==> config.mk <==
export PLATFORM = sky130hd
export DESIGN_NAME = sesu_top
export DESIGN_NICKNAME = d
export VERILOG_FILES = /design/src/rtl/sesu_pkg.sv /design/src/rtl/sesu_status.sv /design/src/rtl/sesu_req_ctl.sv /design/src/rtl/sesu_arb.sv /design/src/rtl/sesu_top.sv
export SDC_FILE = /design/constraint.sdc
export NUM_CORES = 1
export LEC_CHECK = 0
export ABC_CLOCK_PERIOD_IN_PS = 880
export CORE_AREA = 2 2 39 41
export CTS_CLUSTER_DIAMETER = 60
export DETAILED_ROUTE_END_ITERATION = 10
export DIE_AREA = 0 0 41 43
export DONT_BUFFER_PORTS = 1
export SKIP_CTS_REPAIR_TIMING = 1
export SYNTH_ARGS = -nofsm -noshare
export SYNTH_HDL_FRONTEND = slang
export SYNTH_SLANG_ARGS = --single-unit
==> constraint.sdc <==
create_clock -name clk -period 0.88 [get_ports clk]
set_clock_uncertainty 0.05 [all_clocks]
set_input_delay 0.132 -clock clk [delete_from_list [all_inputs] [get_ports clk]]
set_output_delay 0.132 -clock clk [all_outputs]
set_load 0.005 [all_outputs]
==> src/rtl/sesu_pkg.sv <==
package sesu_pkg;

    localparam int unsigned SRC_COUNT  = 4;
    localparam int unsigned VEC_WIDTH  = 24;
    localparam logic [VEC_WIDTH-1:0] SHARED_VEC = 24'h000008;

    // source positions inside the status register
    typedef enum int unsigned {
        SRC_STACK_OVF  = 0,
        SRC_BAD_OPCODE = 1,
        SRC_DIV_ZERO   = 2,
        SRC_DIV_OVF    = 3
    } src_pos_e;

    // entry request state
    typedef enum logic {
        REQ_IDLE = 1'b0,
        REQ_PEND = 1'b1
    } req_state_e;

    // per-bit update decided in one cycle
    typedef struct packed {
        logic take;   // unblocked fault
        logic wipe;   // write-1 clear
    } bit_upd_t;

    function automatic logic bit_next(logic cur, bit_upd_t u);
        if (u.take)      return 1'b1;
        else if (u.wipe) return 1'b0;
        else             return cur;
    endfunction

endpackage

==> src/rtl/sesu_status.sv <==
module sesu_status #(
    parameter int unsigned NUM_SRC = sesu_pkg::SRC_COUNT
) (
    input  logic               clk,
    input  logic               rst,
    input  logic [NUM_SRC-1:0] fault_i,
    input  logic               wr_en_i,
    input  logic [NUM_SRC-1:0] wr_data_i,
    output logic [NUM_SRC-1:0] status_o,
    output logic [NUM_SRC-1:0] accept_o
);
    import sesu_pkg::*;

    for (genvar g = 0; g < NUM_SRC; g++) begin : g_bit
        logic     bit_q;
        bit_upd_t upd;

        // blocking decision uses the value held before the edge
        always_comb begin
            upd.take = fault_i[g] & ~bit_q;
            upd.wipe = wr_en_i & wr_data_i[g];
        end

        always_ff @(posedge clk) begin
            if (rst) bit_q <= 1'b0;
            else     bit_q <= bit_next(bit_q, upd);
        end

        assign status_o[g] = bit_q;
        assign accept_o[g] = upd.take;
    end

endmodule

==> src/rtl/sesu_req_ctl.sv <==
module sesu_req_ctl (
    input  logic clk,
    input  logic rst,
    input  logic any_new_i,
    input  logic ack_i,
    output logic req_o
);
    import sesu_pkg::*;

    req_state_e state_q, state_d;

    always_comb begin
        state_d = state_q;
        unique case (state_q)
            REQ_IDLE: if (any_new_i)          state_d = REQ_PEND;
            REQ_PEND: if (ack_i && !any_new_i) state_d = REQ_IDLE;
            default:                           state_d = REQ_IDLE;
        endcase
    end

    always_ff @(posedge clk) begin
        if (rst) state_q <= REQ_IDLE;
        else     state_q <= state_d;
    end

    assign req_o = (state_q == REQ_PEND);

endmodule

==> src/rtl/sesu_arb.sv <==
module sesu_arb #(
    parameter int unsigned ADDR_W = sesu_pkg::VEC_WIDTH,
    parameter logic [ADDR_W-1:0] VEC_ADDR = ADDR_W'(sesu_pkg::SHARED_VEC)
) (
    input  logic              exc_req_i,
    input  logic              int_req_i,
    input  logic              gie_i,
    output logic              int_fwd_o,
    output logic [ADDR_W-1:0] vec_addr_o
);
    // exception path never looks at gie_i
    assign vec_addr_o = exc_req_i ? VEC_ADDR : '0;
    assign int_fwd_o  = int_req_i & gie_i & ~exc_req_i;

endmodule

==> src/rtl/sesu_top.sv <==
module sesu_top #(
    parameter int unsigned NUM_SRC = sesu_pkg::SRC_COUNT,
    parameter int unsigned ADDR_W  = sesu_pkg::VEC_WIDTH,
    parameter logic [ADDR_W-1:0] VEC_ADDR = ADDR_W'(sesu_pkg::SHARED_VEC)
) (
    input  logic               clk,
    input  logic               rst,
    input  logic [NUM_SRC-1:0] fault_i,
    input  logic               wr_en_i,
    input  logic [NUM_SRC-1:0] wr_data_i,
    input  logic               exc_ack_i,
    input  logic               gie_i,
    input  logic               int_req_i,
    output logic [NUM_SRC-1:0] status_o,
    output logic               exc_req_o,
    output logic [ADDR_W-1:0]  vec_addr_o,
    output logic               int_fwd_o
);
    logic [NUM_SRC-1:0] accept;

    sesu_status #(.NUM_SRC(NUM_SRC)) u_status (
        .clk       (clk),
        .rst       (rst),
        .fault_i   (fault_i),
        .wr_en_i   (wr_en_i),
        .wr_data_i (wr_data_i),
        .status_o  (status_o),
        .accept_o  (accept)
    );

    sesu_req_ctl u_req (
        .clk       (clk),
        .rst       (rst),
        .any_new_i (|accept),
        .ack_i     (exc_ack_i),
        .req_o     (exc_req_o)
    );

    sesu_arb #(.ADDR_W(ADDR_W), .VEC_ADDR(VEC_ADDR)) u_arb (
        .exc_req_i  (exc_req_o),
        .int_req_i  (int_req_i),
        .gie_i      (gie_i),
        .int_fwd_o  (int_fwd_o),
        .vec_addr_o (vec_addr_o)
    );

endmodule

* After elaboration in Yosys (flattened, before gate mapping)
Cells that the tools add are included.
Storage, ports and cells: word-level logic and storage cells 39, input port bits 14, register bits after elaboration 5, output and inout port bits 30
Cells by class: reductions and logical operators 7, mux-type cells 12, bitwise operators 15
Operators by type and width (number):
- $and 1x1->1 | 10
- $mux 1 | 10
- $reduce_bool 2->1 | 4
- $not 1->1 | 5
- $mux 4 | 1
- $reduce_or 4->1 | 1
- $pmux 1 s2 | 1
- $logic_and 1x1->1 | 1
- $logic_not 1->1 | 1

* Longest topological paths before layout
depth in word-level cells 7, mapped depth 3

* By module
A second synthesis with hierarchy kept.
Second synthesis, totals: cell total of the unflattened synthesis 51, area total of the unflattened synthesis 429.2 um2
By module, submodules not included:
- sesu_arb | area each 192.7 um2, cells each 26, times used 1
- sesu_status | area each 190.2 um2, cells each 20, times used 1
- sesu_req_ctl | area each 38.8 um2, cells each 4, times used 1
- sesu_top | area each 7.5 um2, cells each 1, times used 1

* Worst setup path before layout
OpenSTA, ideal clock, no wires.
kind reg2reg, start point register u_status.g_bit[1].bit_q, end point register u_req.state_q (netlist: u_req.req_o), path buffers 0, stages on the path, launching flop included 4, data required time 699 ps, arrival time 769 ps, setup slack -70 ps, cells stage by stage dfxtp_1 -> inv_1 -> a222oi_1 -> a31oi_1
On the way: word-level cells in the longest chain between the ends 7, elaborated cells between the ends (all ways) 8, those cells by class 3 x mux; 2 x bitwise; 3 x reduce/logical
Ends and longest elaborated chain:
- start: declaration | RTL line sesu_status.sv:15 | logic bit_q;
- start signal: assignment | RTL line sesu_status.sv:26 | else bit_q <= bit_next(bit_q, upd);
- $not 1->1 * | RTL line sesu_status.sv:20 | upd.take = fault_i[g] & ~bit_q;
- $and 1x1->1 * | RTL line sesu_status.sv:20
- $reduce_or 4->1 * | RTL line sesu_top.sv:34 | .any_new_i (|accept),
- $logic_not 1->1 | RTL line sesu_req_ctl.sv:16 | REQ_PEND: if (ack_i && !any_new_i) state_d = REQ_IDLE;
- $logic_and 1x1->1 | RTL line sesu_req_ctl.sv:16
- $mux 1 | RTL line sesu_req_ctl.sv:16
- $pmux 1 s2 * | RTL line sesu_req_ctl.sv:14 | unique case (state_q)
- end signal: assignment | RTL line sesu_req_ctl.sv:23 | else state_q <= state_d;
- end: declaration | RTL line sesu_req_ctl.sv:10 | req_state_e state_q, state_d;
Every way passes the cells marked *; elsewhere a longest branch is shown, timed or not. A chain may end at the register's enable or synchronous reset.

* Final worst setup path
Same ends and word-level chain as after synthesis.

==> Flow_metrics.wiki <==
{| class="wikitable"
! Metric !! Value
|-
| Result of the run || finished, violations left
|-
| Violated checks || hold timing, setup timing
|-
| Total internal power || 466 µW
|-
| Final design utilization || 29.7%
|-
| Antenna-violating nets left || 0
|-
| Count of cells along the worst register-to-register path || 3
|-
| Clk slew on worst S/H paths || 40 ps
|-
| Final hold violation count || 1
|-
| Die area || 0.00176 mm²
|-
| Fraction of power consumed by the clock network || 41.1%
|-
| Final layout net count || 72
|-
| Unrepaired setup endpoints after global routing || true
|-
| Period utilisation layout || 116%
|-
| Net switching power figure || 166 µW
|-
| Initial drt markers || 8
|-
| Setup-violating endpoint count in the final report || 4
|-
| Number of antenna violations at the first check in global routing || 0
|-
| Achievable clock frequency || 979 MHz
|-
| Power after layout || 632 µW
|-
| Cell-by-cell trace of the critical path || inv_1, a222oi_1, a31oi_1
|-
| Sequential share of power || 41.9%
|-
| IR drop worst, VDD || 0.637 mV
|-
| Combinational group share of total power || 17.0%
|-
| Power density of the placed cells || 1540 mW/mm²
|-
| Root buffer cell || clkbuf_4
|-
| DRT Wirelength || 719 µm
|-
| Least setup slack across all paths after layout || -142 ps
|-
| Standard-cell row count || 14
|-
| Bufs on Longest Clock Path || 2
|-
| Average via count per standard cell || 3.84
|-
| Residual DRC count || 0
|-
| Height of the chip || 43 µm
|-
| Width of the chip || 41 µm
|-
| Global-route wire length before repair || 952 µm
|-
| Leak || 0.203 nW
|-
| Flop and latch count out of synthesis || 5
|-
| Hold-critical path endpoint || u_status.g_bit[2].bit_q
|-
| Routed WL per cell || 9.85 µm
|-
| Total of warnings raised by yosys || 0
|-
| Sw Ratio || 26.2%
|-
| Total number of H-tree levels || 1
|-
| Required time of the critical path || 930 ps
|-
| Share of the yosys chip area belonging to registers || 24.3%
|-
| Post-synthesis to final-layout area growth || 0%
|-
| I/O pins || 44
|-
| Stage delay of the slowest cell on the critical path || 370 ps
|-
| CP startpoint || u_status.g_bit[1].bit_q
|-
| Total routing usage reported by global routing || 8.33%
|-
| Area of the placeable core || 0.00138 mm²
|-
| Type of element capturing the critical path || register
|-
| Detailed-routing iteration count for the pre-antenna-repair pass || 4
|-
| Via count || 280
|-
| Critical path startpoint category || register
|-
| CTS Sinks || 5
|-
| Total congestion overflow || 0
|-
| Total half-perimeter wirelength after legalization and detailed placement || 588 µm
|-
| RR Startpoint || u_status.g_bit[1].bit_q
|-
| Largest net degree at the start of global routing || 6
|-
| Gate count of the mapped netlist || 52
|-
| Layout cells sized above 1 || 19.3%
|-
| Diodes inserted || 0
|-
| Yosys cell types || 11
|-
| Worst Min Path Start || wr_data_i[2]
|-
| Post-Synthesis Cell Area || 412 µm²
|-
| Worst skew pair latency || 240 ps
|-
| Final Wtd Congestion || 0.637
|-
| Maximum fanout along the worst path || 2
|-
| Minimum clock period after layout || 1020 ps
|-
| Mean area per synthesized cell || 7.92 µm²
|-
| Worst min-delay path category || input pin to register
|-
| Slack of the worst reg-to-reg path || -140 ps
|-
| Maximum capacitance violations || 0
|-
| Total count of max-transition violations in the final report || 0
|-
| Worst reg2reg endpoint || u_req.req_o
|-
| Total of buffers placed on input and output ports || 0
|-
| Initial core utilization || 29.7%
|-
| TritonCTS clock tree || yes
|-
| WHS || -36.0 ps
|-
| Count of cells along the worst hold path || 1
|-
| Via count of the first global-routing pass || 223
|-
| CP Data Arrival Time || 1080 ps
|-
| Crit Path Class || register to register
|-
| Cell with the largest stage delay on the worst path || a222oi_1
|-
| Cts bufs inserted || 3
|}
cells in the mapped netlist:
| cell type | number | share of area, % |
|---|---|---|
| nand2b_1 | 2 | 3.0 |
| a222oi_1 | 1 | 2.4 |
| conb_1 | 1 | 0.91 |
| inv_1 | 3 | 2.7 |
| a311oi_1 | 3 | 6.4 |
| a31oi_1 | 1 | 1.5 |
| nor2_1 | 4 | 3.6 |
| nand2_1 | 3 | 2.7 |
| a21oi_1 | 1 | 1.2 |
| dfxtp_1 | 5 | 24 |
| buf_4 | 28 | 51 |
registers in the layout (all words and copies together), names as in the netlist:
register / count
u_status.g_bit.bit_q: 4
u_req.req_o: 1
per-stage QoR:
stage / setup TNS [ps] / setup slack [ps] / hold slack [ps] / std cells / area (µm²)
after floorplan: -35.8 / -35.8 / 151 / 74 / 497
after global placement: -108 / -108 / 153 / 65 / 329
after detailed placement: -149 / -149 / 155 / 65 / 329
after CTS: -210 / -154 / -101 / 69 / 355
after global routing: -466 / -209 / -27.0 / 73 / 412
final: -288 / -142 / -36.0 / 73 / 412
worst max-delay path, delay by kind of cell (launching register included):
family	cells	cell delay [ps]
AOI/OAI and AO/OA	2	490
DFF	1	310
buffers and inverters	1	40
cells by family after synthesis:
logic type      share of synthesized area [%]
buf+inv                                  53.8
flops                                    24.3
other cells                             0.911
simple gates                             9.42
compound gates                           11.6
placed cells by master (no fill, tap or decap):
master          n
a21oi_1         1
a222oi_1        1
a311oi_1        3
a31oi_1         1
buf_4           2
buf_6           1
clkbuf_1        1
clkbuf_4        3
conb_1         23
dfxtp_1         1
dfxtp_2         3
dfxtp_4         1
dlygate4sd3_1   4
inv_1           3
nand2_1         3
nand2b_1        2
nor2_1          3
nor2_4          1
worst max-delay path by stage:
stage | end | slack, ps | cells past startpoint
detailed placement | u_req.req_o | -150 | 3
CTS | u_req.req_o | -150 | 3
global route | u_req.req_o | -210 | 3
finish | u_req.req_o | -140 | 3
floorplan | u_req.req_o | -40 | 3
global placement | u_req.req_o | -110 | 3
routing by layer:
layer / part of all wire, % / global-route usage (%) / up-vias
li1: - / - / 127
met1: 31 / 8.04 / 131
met2: 54 / 12.5 / 22
met3: 15 / 4.71 / 0
met4: 0 / 6.00 / 0
met5: 0 / 0 / -
power by group through the flow:
stage	clock (mW)	sequential (mW)	combinational, mW
3_5_place_dp	0	0.266	0.0812
2_1_floorplan	0	0.265	0.153
5_1_grt	0.277	0.267	0.124
4_1_cts	0.272	0.262	0.0822
6_report	0.260	0.265	0.107
3_3_place_gp	0	0.266	0.0794
layout make-up:
cell class	instances	area [µm²]
fillers	168	972
inverters	3	11.3
clock buffers	4	26.3
multi-input cells	38	180
flip-flops and latches	5	108
well taps	16	20.0
repair buffers	7	66.3
No activity file was read; power rests on OpenSTA's default activity.
